<file path="src/rtl/eeprom_rd_pkg.sv">
package eeprom_rd_pkg;

  typedef enum logic [3:0] {
    ST_IDLE,
    ST_CSLO,
    ST_CSHI,
    ST_DUMHI,
    ST_DUMLO,
    ST_TX,
    ST_RX,
    ST_CSEND,
    ST_OUTLO,
    ST_OUTHI
  } rdState_t;

  // strobes from control to datapath
  typedef struct packed {
    logic load;      // capture start address and count
    logic runTimer;  // phase timer counts
    logic txLoad;    // reload opcode/address shifter
    logic txShift;   // advance opcode/address shifter
    logic rxSample;  // capture romDo into the word shifter
    logic wordStep;  // next word address, one fewer word left
    logic pinCs;
    logic pinSk;
    logic diSel;     // drive romDi from the shifter
    logic hiSel;     // present upper byte
  } rdStrobe_t;

endpackage

</file>
<file path="src/rtl/eeprom_rd_datapath.sv">
module eeprom_rd_datapath
  import eeprom_rd_pkg::*;
#(
  parameter int ADDR_BITS  = 6,
  parameter int DATA_BITS  = 16,
  parameter int CNT_W      = 8,
  parameter int PHASE_CLKS = 4,
  parameter int CMD_BITS   = 3,
  parameter logic [CMD_BITS-1:0] READ_CMD = 3'b110
) (
  input  logic                   clk,
  input  logic                   rst_n,
  input  rdStrobe_t              strobe,
  input  logic [ADDR_BITS-1:0]   firstWord,
  input  logic [CNT_W-2:0]       wordCount,
  input  logic                   romDo,
  output logic                   phaseEnd,
  output logic                   lastWord,
  output logic [DATA_BITS/2-1:0] outByte,
  output logic                   romCs,
  output logic                   romSk,
  output logic                   romDi
);

  localparam int TX_BITS = CMD_BITS + ADDR_BITS;
  localparam int BYTE_W  = DATA_BITS / 2;
  localparam int PH_W    = (PHASE_CLKS > 2) ? $clog2(PHASE_CLKS) : 1;
  localparam int AGE_W   = $clog2(PHASE_CLKS + 1);

  logic [PH_W-1:0]      phCnt;
  logic [ADDR_BITS-1:0] wordAddr;
  logic [CNT_W-2:0]     wordsLeft;
  logic [TX_BITS-1:0]   txReg;
  logic [DATA_BITS-1:0] rxReg;

  assign phaseEnd = strobe.runTimer && (phCnt == PH_W'(PHASE_CLKS - 1));
  assign lastWord = (wordsLeft == (CNT_W-1)'(1));
  assign outByte  = strobe.hiSel ? rxReg[DATA_BITS-1:BYTE_W] : rxReg[BYTE_W-1:0];

  // phase timer
  always_ff @(posedge clk or negedge rst_n) begin
    if (!rst_n) begin
      phCnt <= '0;
    end else if (!strobe.runTimer || phaseEnd) begin
      phCnt <= '0;
    end else begin
      phCnt <= phCnt + 1'b1;
    end
  end

  // word address and remaining words
  always_ff @(posedge clk or negedge rst_n) begin
    if (!rst_n) begin
      wordAddr  <= '0;
      wordsLeft <= '0;
    end else if (strobe.load) begin
      wordAddr  <= firstWord;
      wordsLeft <= wordCount;
    end else if (strobe.wordStep) begin
      wordAddr  <= wordAddr + 1'b1;
      wordsLeft <= wordsLeft - 1'b1;
    end
  end

  // opcode and address shifter
  always_ff @(posedge clk or negedge rst_n) begin
    if (!rst_n) begin
      txReg <= '0;
    end else if (strobe.txLoad) begin
      txReg <= {READ_CMD, wordAddr};
    end else if (strobe.txShift) begin
      txReg <= {txReg[TX_BITS-2:0], 1'b0};
    end
  end

  // incoming word shifter
  always_ff @(posedge clk or negedge rst_n) begin
    if (!rst_n) begin
      rxReg <= '0;
    end else if (strobe.rxSample) begin
      rxReg <= {rxReg[DATA_BITS-2:0], romDo};
    end
  end

  // registered pins
  always_ff @(posedge clk or negedge rst_n) begin
    if (!rst_n) begin
      romCs <= 1'b0;
      romSk <= 1'b0;
      romDi <= 1'b0;
    end else begin
      romCs <= strobe.pinCs;
      romSk <= strobe.pinSk;
      romDi <= strobe.diSel ? txReg[TX_BITS-1] : 1'b0;
    end
  end

  // level-age tracker for the serial clock
  logic             skPrev;
  logic [AGE_W-1:0] skAge;
  always_ff @(posedge clk or negedge rst_n) begin
    if (!rst_n) begin
      skPrev <= 1'b0;
      skAge  <= AGE_W'(PHASE_CLKS);
    end else begin
      skPrev <= romSk;
      if (romSk != skPrev) begin
        skAge <= AGE_W'(1);
      end else if (skAge < AGE_W'(PHASE_CLKS)) begin
        skAge <= skAge + 1'b1;
      end
    end
  end


  sk_phase_len_chk: assert property (@(posedge clk) disable iff (!rst_n)
    (romSk != skPrev) |-> (skAge >= AGE_W'(PHASE_CLKS)));


  cs_rise_quiet_chk: assert property (@(posedge clk) disable iff (!rst_n)
    $rose(romCs) |-> (!romSk && !romDi));


  sk_needs_cs_chk: assert property (@(posedge clk) disable iff (!rst_n)
    $rose(romSk) |-> romCs);


  di_steady_chk: assert property (@(posedge clk) disable iff (!rst_n)
    ($rose(romSk) || $fell(romSk)) |-> $stable(romDi));

endmodule

</file>
<file path="src/rtl/eeprom_rd_ctrl.sv">
module eeprom_rd_ctrl
  import eeprom_rd_pkg::*;
#(
  parameter int TX_BITS   = 9,
  parameter int DATA_BITS = 16,
  parameter int CNT_W     = 8
) (
  input  logic             clk,
  input  logic             rst_n,
  input  logic             startReq,
  input  logic             addrLsb,
  input  logic [CNT_W-1:0] startCount,
  input  logic             phaseEnd,
  input  logic             lastWord,
  input  logic             outReady,
  output rdStrobe_t        strobe,
  output logic             busy,
  output logic             done,
  output logic             errFlag,
  output logic             outValid
);

  localparam int MAXB  = (TX_BITS > DATA_BITS) ? TX_BITS : DATA_BITS;
  localparam int IDX_W = $clog2(MAXB);

  rdState_t         state;
  logic [IDX_W-1:0] bitIdx;
  logic [1:0]       subPh;
  logic             badReq;
  logic             txLast;
  logic             rxLast;

  assign badReq   = addrLsb || startCount[0] || (startCount == '0);
  assign txLast   = (bitIdx == IDX_W'(TX_BITS - 1));
  assign rxLast   = (bitIdx == IDX_W'(DATA_BITS - 1));
  assign busy     = (state != ST_IDLE);
  assign outValid = (state == ST_OUTLO) || (state == ST_OUTHI);

  always_comb begin
    strobe = '0;
    unique case (state)
      ST_IDLE:  strobe.load = startReq && !badReq;
      ST_CSLO: begin
        strobe.runTimer = 1'b1;
        strobe.txLoad   = 1'b1;
      end
      ST_CSHI: begin
        strobe.runTimer = 1'b1;
        strobe.pinCs    = 1'b1;
      end
      ST_DUMHI: begin
        strobe.runTimer = 1'b1;
        strobe.pinCs    = 1'b1;
        strobe.pinSk    = 1'b1;
      end
      ST_DUMLO: begin
        strobe.runTimer = 1'b1;
        strobe.pinCs    = 1'b1;
      end
      ST_TX: begin
        strobe.runTimer = 1'b1;
        strobe.pinCs    = 1'b1;
        strobe.pinSk    = (subPh == 2'd1);
        strobe.diSel    = 1'b1;
        strobe.txShift  = phaseEnd && (subPh == 2'd2) && !txLast;
      end
      ST_RX: begin
        strobe.runTimer = 1'b1;
        strobe.pinCs    = 1'b1;
        strobe.pinSk    = (subPh == 2'd0);
        strobe.diSel    = 1'b1;
        strobe.rxSample = phaseEnd && (subPh == 2'd0);
      end
      ST_CSEND: strobe.runTimer = 1'b1;
      ST_OUTLO: strobe.hiSel = 1'b0;
      ST_OUTHI: begin
        strobe.hiSel    = 1'b1;
        strobe.wordStep = outReady;
      end
      default: strobe = '0;
    endcase
  end

  always_ff @(posedge clk or negedge rst_n) begin
    if (!rst_n) begin
      state   <= ST_IDLE;
      bitIdx  <= '0;
      subPh   <= '0;
      done    <= 1'b0;
      errFlag <= 1'b0;
    end else begin
      done    <= (state == ST_OUTHI) && outReady && lastWord;
      errFlag <= (state == ST_IDLE) && startReq && badReq;
      unique case (state)
        ST_IDLE:  if (startReq && !badReq) state <= ST_CSLO;
        ST_CSLO:  if (phaseEnd) state <= ST_CSHI;
        ST_CSHI:  if (phaseEnd) state <= ST_DUMHI;
        ST_DUMHI: if (phaseEnd) state <= ST_DUMLO;
        ST_DUMLO: begin
          if (phaseEnd) begin
            state  <= ST_TX;
            bitIdx <= '0;
            subPh  <= 2'd0;
          end
        end
        ST_TX: begin
          if (phaseEnd) begin
            if (subPh == 2'd2) begin
              subPh  <= 2'd0;
              bitIdx <= txLast ? '0 : bitIdx + 1'b1;
              if (txLast) state <= ST_RX;
            end else begin
              subPh <= subPh + 1'b1;
            end
          end
        end
        ST_RX: begin
          if (phaseEnd) begin
            if (subPh == 2'd0) begin
              subPh <= 2'd1;
            end else begin
              subPh  <= 2'd0;
              bitIdx <= rxLast ? '0 : bitIdx + 1'b1;
              if (rxLast) state <= ST_CSEND;
            end
          end
        end
        ST_CSEND: if (phaseEnd) state <= ST_OUTLO;
        ST_OUTLO: if (outReady) state <= ST_OUTHI;
        ST_OUTHI: if (outReady) state <= lastWord ? ST_IDLE : ST_CSLO;
        default:  state <= ST_IDLE;
      endcase
    end
  end


  done_single_chk: assert property (@(posedge clk) disable iff (!rst_n)
    done |=> !done);


  err_no_busy_chk: assert property (@(posedge clk) disable iff (!rst_n)
    errFlag |-> !busy);


  busy_ignores_start_chk: assert property (@(posedge clk) disable iff (!rst_n)
    (busy && startReq && !(outValid && outReady)) |=> busy);

endmodule

</file>
<file path="src/rtl/eeprom_word_reader.sv">
module eeprom_word_reader
  import eeprom_rd_pkg::*;
#(
  parameter int ADDR_BITS  = 6,
  parameter int DATA_BITS  = 16,
  parameter int CNT_W      = 8,
  parameter int PHASE_CLKS = 4,
  parameter int CMD_BITS   = 3,
  parameter logic [CMD_BITS-1:0] READ_CMD = 3'b110
) (
  input  logic                   clk,
  input  logic                   rst_n,
  input  logic                   startReq,
  input  logic [ADDR_BITS:0]     startAddr,
  input  logic [CNT_W-1:0]       startCount,
  output logic                   busy,
  output logic                   done,
  output logic                   errFlag,
  output logic                   outValid,
  input  logic                   outReady,
  output logic [DATA_BITS/2-1:0] outByte,
  output logic                   romCs,
  output logic                   romSk,
  output logic                   romDi,
  input  logic                   romDo
);

  localparam int TX_BITS = CMD_BITS + ADDR_BITS;

  rdStrobe_t strobe;
  logic      phaseEnd;
  logic      lastWord;

  eeprom_rd_ctrl #(
    .TX_BITS  (TX_BITS),
    .DATA_BITS(DATA_BITS),
    .CNT_W    (CNT_W)
  ) u_ctrl (
    .clk       (clk),
    .rst_n     (rst_n),
    .startReq  (startReq),
    .addrLsb   (startAddr[0]),
    .startCount(startCount),
    .phaseEnd  (phaseEnd),
    .lastWord  (lastWord),
    .outReady  (outReady),
    .strobe    (strobe),
    .busy      (busy),
    .done      (done),
    .errFlag   (errFlag),
    .outValid  (outValid)
  );

  eeprom_rd_datapath #(
    .ADDR_BITS (ADDR_BITS),
    .DATA_BITS (DATA_BITS),
    .CNT_W     (CNT_W),
    .PHASE_CLKS(PHASE_CLKS),
    .CMD_BITS  (CMD_BITS),
    .READ_CMD  (READ_CMD)
  ) u_dp (
    .clk      (clk),
    .rst_n    (rst_n),
    .strobe   (strobe),
    .firstWord(startAddr[ADDR_BITS:1]),
    .wordCount(startCount[CNT_W-1:1]),
    .romDo    (romDo),
    .phaseEnd (phaseEnd),
    .lastWord (lastWord),
    .outByte  (outByte),
    .romCs    (romCs),
    .romSk    (romSk),
    .romDi    (romDi)
  );


  cs_low_on_output_chk: assert property (@(posedge clk) disable iff (!rst_n)
    outValid |-> !romCs);


  stall_hold_chk: assert property (@(posedge clk) disable iff (!rst_n)
    (outValid && !outReady) |=> (outValid && $stable(outByte)));

endmodule

</file>
<file path="config.mk">
export PLATFORM = sky130hd
export DESIGN_NAME = eeprom_word_reader
export DESIGN_NICKNAME = d
export VERILOG_FILES = /design/src/rtl/eeprom_rd_pkg.sv /design/src/rtl/eeprom_rd_datapath.sv /design/src/rtl/eeprom_rd_ctrl.sv /design/src/rtl/eeprom_word_reader.sv
export SDC_FILE = /design/constraint.sdc
export NUM_CORES = 1
export LEC_CHECK = 0
export BUFFER_PORTS_ARGS = -buffer_cell sky130_fd_sc_hd__buf_4
export CORE_MARGIN = 5
export CORE_UTILIZATION = 45
export CTS_BUF_LIST = sky130_fd_sc_hd__clkbuf_16
export CTS_CLUSTER_DIAMETER = 150
export DETAILED_ROUTE_END_ITERATION = 6
export PLACE_DENSITY = 0.74
export SLEW_MARGIN = 20
export SYNTH_ARGS = -nofsm -noshare
export SYNTH_HDL_FRONTEND = slang
export SYNTH_SLANG_ARGS = --single-unit
</file>
<file path="constraint.sdc">
create_clock -name clk -period 3.5 [get_ports clk]
set_input_delay 0.35 -clock clk [delete_from_list [all_inputs] [get_ports clk]]
set_output_delay 0.35 -clock clk [all_outputs]
set_load 0.02 [all_outputs]
</file>
==> results.toml, run 1 <==
[worst_setup_path]
crit_fanout = 19
cp-start-kind = "flip-flop"
crit_type = "reg2out"
rr_worst_depth = 5
path_delay_family = "flip-flops"
path_buf_inv = 1
crit_start = "u_ctrl.state[0]"
required_ps = 3150
path_cells = "and4bb_2, mux2_2, buf_4"
end_kind = "output port"
crit_path_top_delay_cell = "dfrtp_1"
cp.arrival_ps = 2090
r2r-start = "u_ctrl.state[0]"
r2r_slack_ps = 1110
timing.rr.end = "u_dp.wordsLeft[5]"
critPathMaxStageDelay_ps = 740

[global_routing]
grt_max_degree = 56
grt_pass1_wl_um = 9900
grt_util_all_layers_pct = 14.4
antenna_found_initial = 0
first_global_vias = 2108
grt-ovfl-total = 0

[synthesis]
synth_flop_cell = "dfrtp_1"
netlist_area_um2 = 2870
synth_top_area_share_pct = 47.9
synth.avg_cell_area_um2 = 10.4
yosysTopAreaCell = "dfrtp_1"
ys_types = 55
ys_seq_elements = 55
synthTopCellsByArea = "dfrtp_1, mux2_2, nand2_1"
seq_area_frac_synth_pct = 47.9
synth_edf_count = 0
synth_cells = 275
yosysWarnings = 0
synth_nets = 301
postSynth.asyncResetShare_pct = 100

[status]
run_status = "complete, no violations"

[final_layout]
final_common_cell = "dfrtp_1"
drive_above_1_share_pct = 26.2
mostFrequentLayoutCells = "dfrtp_1, nand2_1, buf_4"
area_growth_pct = 15.9
final_nets = 331
n_fill_cell = 561
n_antenna_cell = 0

[routing]
drc = 0
routed_via_density = 5.56
wl_um = 5610
vias = 2124
ant_nets = 0
routedWlPerCell_um = 14.7
drt_iter0_drc = 129
dr.pass1.iters = 4

[clock_tree]
clockBufferDepth = 2
numCtsBuffers = 5
cts.clk_slew.worst_paths_ps = 70
cts.htree.levels = 2
post_cts_resized = 0
cts_hold_buf = 0
cts.sink_count = 55
cts_setup_buffers = 0
cts_root_buf = "clkbuf_16"
cts_tree = "built"
clock_latency_ps = 290

[place]
io_buffers = 34
dp_hpwl_um = 3980
gp_congestion = 0.860

[timing]
rsz0062_at_grt = "false"
min_period_over_period_pct = 69.8
finalHoldViolCount = 0
clock.fmax_ghz = 0.409
setup_viol = 0
maxSlewViolCount = 0
layout_min_cycle_time_ps = 2440
whs_ps = 98.9
tightestPinTransition_ps = 682
relSlewSlack_pct = 54.5
tns_ps = 0
clock_skew_ps = 2.89

[min_path]
hold_class = "in2async"

[job]
cap_violations = 0

[die]
fp.dieH_um = 89.9
initial_core_util_pct = 45.8
coreArea_um2 = 6280
fp.dieW_um = 89.9
design.die.area_um2 = 8080
rows = 29
ios = 35

[power_and_ir_drop]
peakVddDrop_mv = 0.375
p_sw_uw = 781
powerDensity_nw_per_um2 = 683
p_seq_share_pct = 45.9
p_sw_share_pct = 34.4
leakage_uw = 0.00158
clkPwrFrac_pct = 24.0
intPower_uw = 1490
combPwrFrac_pct = 30.1
metrics by stage:
stage	instances	instance area [um2]	power, uW	setup WS [ps]	util, %
5_1_grt	382	3330	2440	926	53.0
3_3_place_gp	375	3170	1710	1240	50.4
6_report	382	3330	2270	1060	53.0
4_1_cts	382	3330	2290	1050	53.0
3_5_place_dp	375	3170	1740	1140	50.4
2_1_floorplan	275	2870	1530	1760	-
how the worst max path moves through the flow:
stage                             end  cells past startpoint
floorplan                  outByte[0]                      4
global placement    u_dp.wordsLeft[3]                      5
detailed placement  u_dp.wordsLeft[5]                      5
CTS                        outByte[3]                      3
global route        u_dp.wordsLeft[5]                      5
finish                     outByte[1]                      3
metal layers:
metal  GRT usage [%]  share of wire (%)  up-vias
li1                -                  -     1051
met1            20.3                 48     1019
met2            22.5                 47       48
met3            2.92                3.9        6
met4            4.59                1.2        0
met5               0                  0        -
kinds of logic after synthesis:
logic type / Yosys count / share of synthesized area (%)
AO/OA/AOI/OAI: 59 / 14.0
adder cells (fa/ha/maj): 6 / 2.61
AND/OR/NAND/NOR: 101 / 19.6
buffers and inverters: 22 / 3.61
flip-flops: 55 / 47.9
multiplexers: 32 / 12.2
flip-flops by register name, summed over array words and instances, names as in the netlist, 2 cells and up:
signal,count
u_ctrl.bitIdx,4
u_dp.phCnt,2
u_dp.wordsLeft,7
u_ctrl.state,4
u_dp.rxReg,16
u_ctrl.subPh,2
u_dp.wordAddr,6
u_dp.txReg,9
power groups by stage:
stage | clock network (uW) | registers, uW | logic [uW]
6_report | 545 | 1040 | 683
5_1_grt | 584 | 1080 | 773
4_1_cts | 560 | 1040 | 691
3_5_place_dp | 0 | 1050 | 689
3_3_place_gp | 0 | 1040 | 671
2_1_floorplan | 0 | 965 | 562
cells in the mapped netlist (4+ instances only):
master,number
inv_1,10
buf_2,5
nand2_1,35
nand2b_1,4
o21ai_0,18
ha_1,6
a21oi_1,14
mux2_2,25
mux2i_1,7
nand3_1,7
nor3_1,5
dfrtp_1,55
o211ai_1,4
nor2_1,18
clkbuf_1,5
cell type report:
class                   count  area (um2)  area share [%]
flip-flops and latches     55        1380            41.4
well taps                  77        96.3            2.89
clock inverters             2        37.5            1.13
clock buffers               5         125            3.76
multi-input cells         198        1390            41.8
inverters                  10        37.5            1.13
repair buffers             35         263            7.89
Note: power is estimated with default switching activity, not from simulation.
==> run 2, diff against run 1 <==
--- a/config.mk
+++ b/config.mk
@@ -11,7 +11,7 @@
 export CTS_BUF_LIST = sky130_fd_sc_hd__clkbuf_16
 export CTS_CLUSTER_DIAMETER = 150
 export DETAILED_ROUTE_END_ITERATION = 6
-export PLACE_DENSITY = 0.74
+export PLACE_DENSITY = 0.77
 export SLEW_MARGIN = 20
 export SYNTH_ARGS = -nofsm -noshare
 export SYNTH_HDL_FRONTEND = slang
==> constraint.sdc (replaced) <==
create_clock -name clk -period 2 [get_ports clk]
set_input_delay 0.2 -clock clk [delete_from_list [all_inputs] [get_ports clk]]
set_output_delay 0.2 -clock clk [all_outputs]
set_load 0.02 [all_outputs]
==> run 2 against run 1 <==
Compared with the run above: via count up 8.3%; count of clock-buffer cells in the layout is the same; cell area increased by 4.7%; die area unchanged; combinational power increased by 100%; non-clock buffer count increased by 20; setup slack worse by 1000 ps; largest cell class unchanged.
==> results.toml, run 2 (same netlist as run 1, synthesis figures left out) <==
[clock_tree]
cts.sink_count = 55
cts_root_buf = "clkbuf_16"
numCtsBuffers = 5
cts.clk_slew.worst_paths_ps = 70
cts.htree.levels = 2
cts_tree = "built"
clockBufferDepth = 2
clock_latency_ps = 290

[routing]
routed_via_density = 5.71
routedWlPerCell_um = 15.8
vias = 2301
drt_iter0_drc = 141
ant_nets = 0
drc = 0
dr.pass1.iters = 5
wl_um = 6370

[final_layout]
final_nets = 351
mostFrequentLayoutCells = "buf_4, dfrtp_1, nand2_1"
final_util_pct = 55.5
fin_area_um2 = 3490
largest_reg_flops = 16
regMostFlops = "u_dp.rxReg"
final_common_cell = "buf_4"
n_fill_cell = 542
area_growth_pct = 21.3
drive_above_1_share_pct = 31.6
n_antenna_cell = 0
reg.largest.list = "u_dp.rxReg (16), u_dp.txReg (9), u_dp.wordsLeft (7)"

[min_path]
hold_class = "in2reg"
min_from = "startAddr[4]"
holdPathStages = 3
min_to = "u_dp.wordAddr[3]"

[timing]
layout_min_cycle_time_ps = 1960
relSlewSlack_pct = 54.5
tightestPinTransition_ps = 683
min_period_over_period_pct = 97.9
clock.fmax_ghz = 0.511
whs_ps = 113
setup_viol = 0
maxSlewViolCount = 0
clock_skew_ps = 6.04
finalHoldViolCount = 0

[power_and_ir_drop]
peakVddDrop_mv = 0.692
powerDensity_nw_per_um2 = 1190
p_seq_share_pct = 42.9
p_sw_uw = 1450
p_total_uw = 4140
combPwrFrac_pct = 33.6
intPower_uw = 2690
clkPwrFrac_pct = 23.5
leakage_uw = 0.00168
p_sw_share_pct = 35.1

[worst_setup_path]
crit_type = "reg2out"
timing.rr.end = "u_ctrl.state[0]"
r2r_slack_ps = 110
cp.arrival_ps = 1760
required_ps = 1800
r2r-start = "u_ctrl.state[0]"
rr_worst_depth = 6
cp-start-kind = "flip-flop"
crit_fanout = 8
end_kind = "output port"

[place]
dp_hpwl_um = 4340
gp_congestion = 0.942
io_buffers = 34
placed_area_um2 = 3260

[die]
coreArea_um2 = 6280
design.die.area_um2 = 8080
fp.dieH_um = 89.9
initial_core_util_pct = 45.8
rows = 29
ios = 35
fp.dieW_um = 89.9

[job]
cap_violations = 0

[global_routing]
grt-ovfl-total = 0
first_global_vias = 2173
grt_util_all_layers_pct = 15.7
grt_pass1_wl_um = 10600
grt_max_degree = 56
antenna_found_initial = 0

[status]
run_status = "complete, no violations"
run 2: cell count changes in the layout (fill, tap and decap cells not counted), sizes merged:
cell | before | now
buf | 35 | 54
clkinvlp | 1 | 0
clkinv | 0 | 2
dlygate4sd3 | 0 | 1
run 2: layout make-up:
type                    instances  area (um2)  area share, %
clock inverters                 3        38.8           1.11
flip-flops and latches         55        1380           39.6
inverters                      10        37.5           1.08
multi-input cells             198        1390           39.9
repair buffers                 55         415           11.9
well taps                      77        96.3           2.76
clock buffers                   5         125           3.59
run 2: worst max-delay path, cell delays in order, from the launching register on:
cell	delay, ps
dfrtp_2	450
and4bb_2	320
buf_4	180
mux2_2	360
buf_4	160
run 2: routing by layer:
layer  global-route usage, %  wire, um  vias up
li1                        -         -     1094
met2                    25.7      3130       74
met5                       0         0        -
met1                    21.5      2880     1124
met3                    2.34       285        9
met4                    4.47        74        0
run 2: worst max path at each step:
stage                    startpoint  cells past startpoint          endpoint
detailed placement  u_ctrl.state[0]                      5  u_dp.wordAddr[5]
finish              u_ctrl.state[1]                      4        outByte[5]
floorplan           u_ctrl.state[3]                      5     u_dp.txReg[7]
global placement    u_ctrl.state[0]                      6   u_ctrl.state[0]
global route        u_ctrl.state[1]                      4        outByte[5]
CTS                 u_ctrl.state[2]                      4        outByte[5]
run 2: metrics by stage:
stage	setup TNS, ps	setup slack (ps)	instances
after CTS	0	12.4	399
after floorplan	0	286	275
after detailed placement	0	111	387
after global routing	-1.44	-1.44	403
final	0	42.6	403
after global placement	0	179	387
run 2: repair_timing:
action | 4_1_cts | 5_1_grt
buffers inserted | 3 | 4
cloned | 0 | 0
endpoints found under the setup margin | 8 | 12
hold buffers | 1 | 0
gates resized for setup | 1 | 3
pin swaps | 1 | 1
hold endpoints to repair | 55 | 0
run 2: power groups by stage:
stage          combinational [uW]  sequential [uW]  clock [uW]
2_1_floorplan                 983             1690           0
3_3_place_gp                 1280             1770           0
3_5_place_dp                 1310             1790           0
4_1_cts                      1370             1770         988
5_1_grt                      1560             1820        1040
6_report                     1390             1780         974
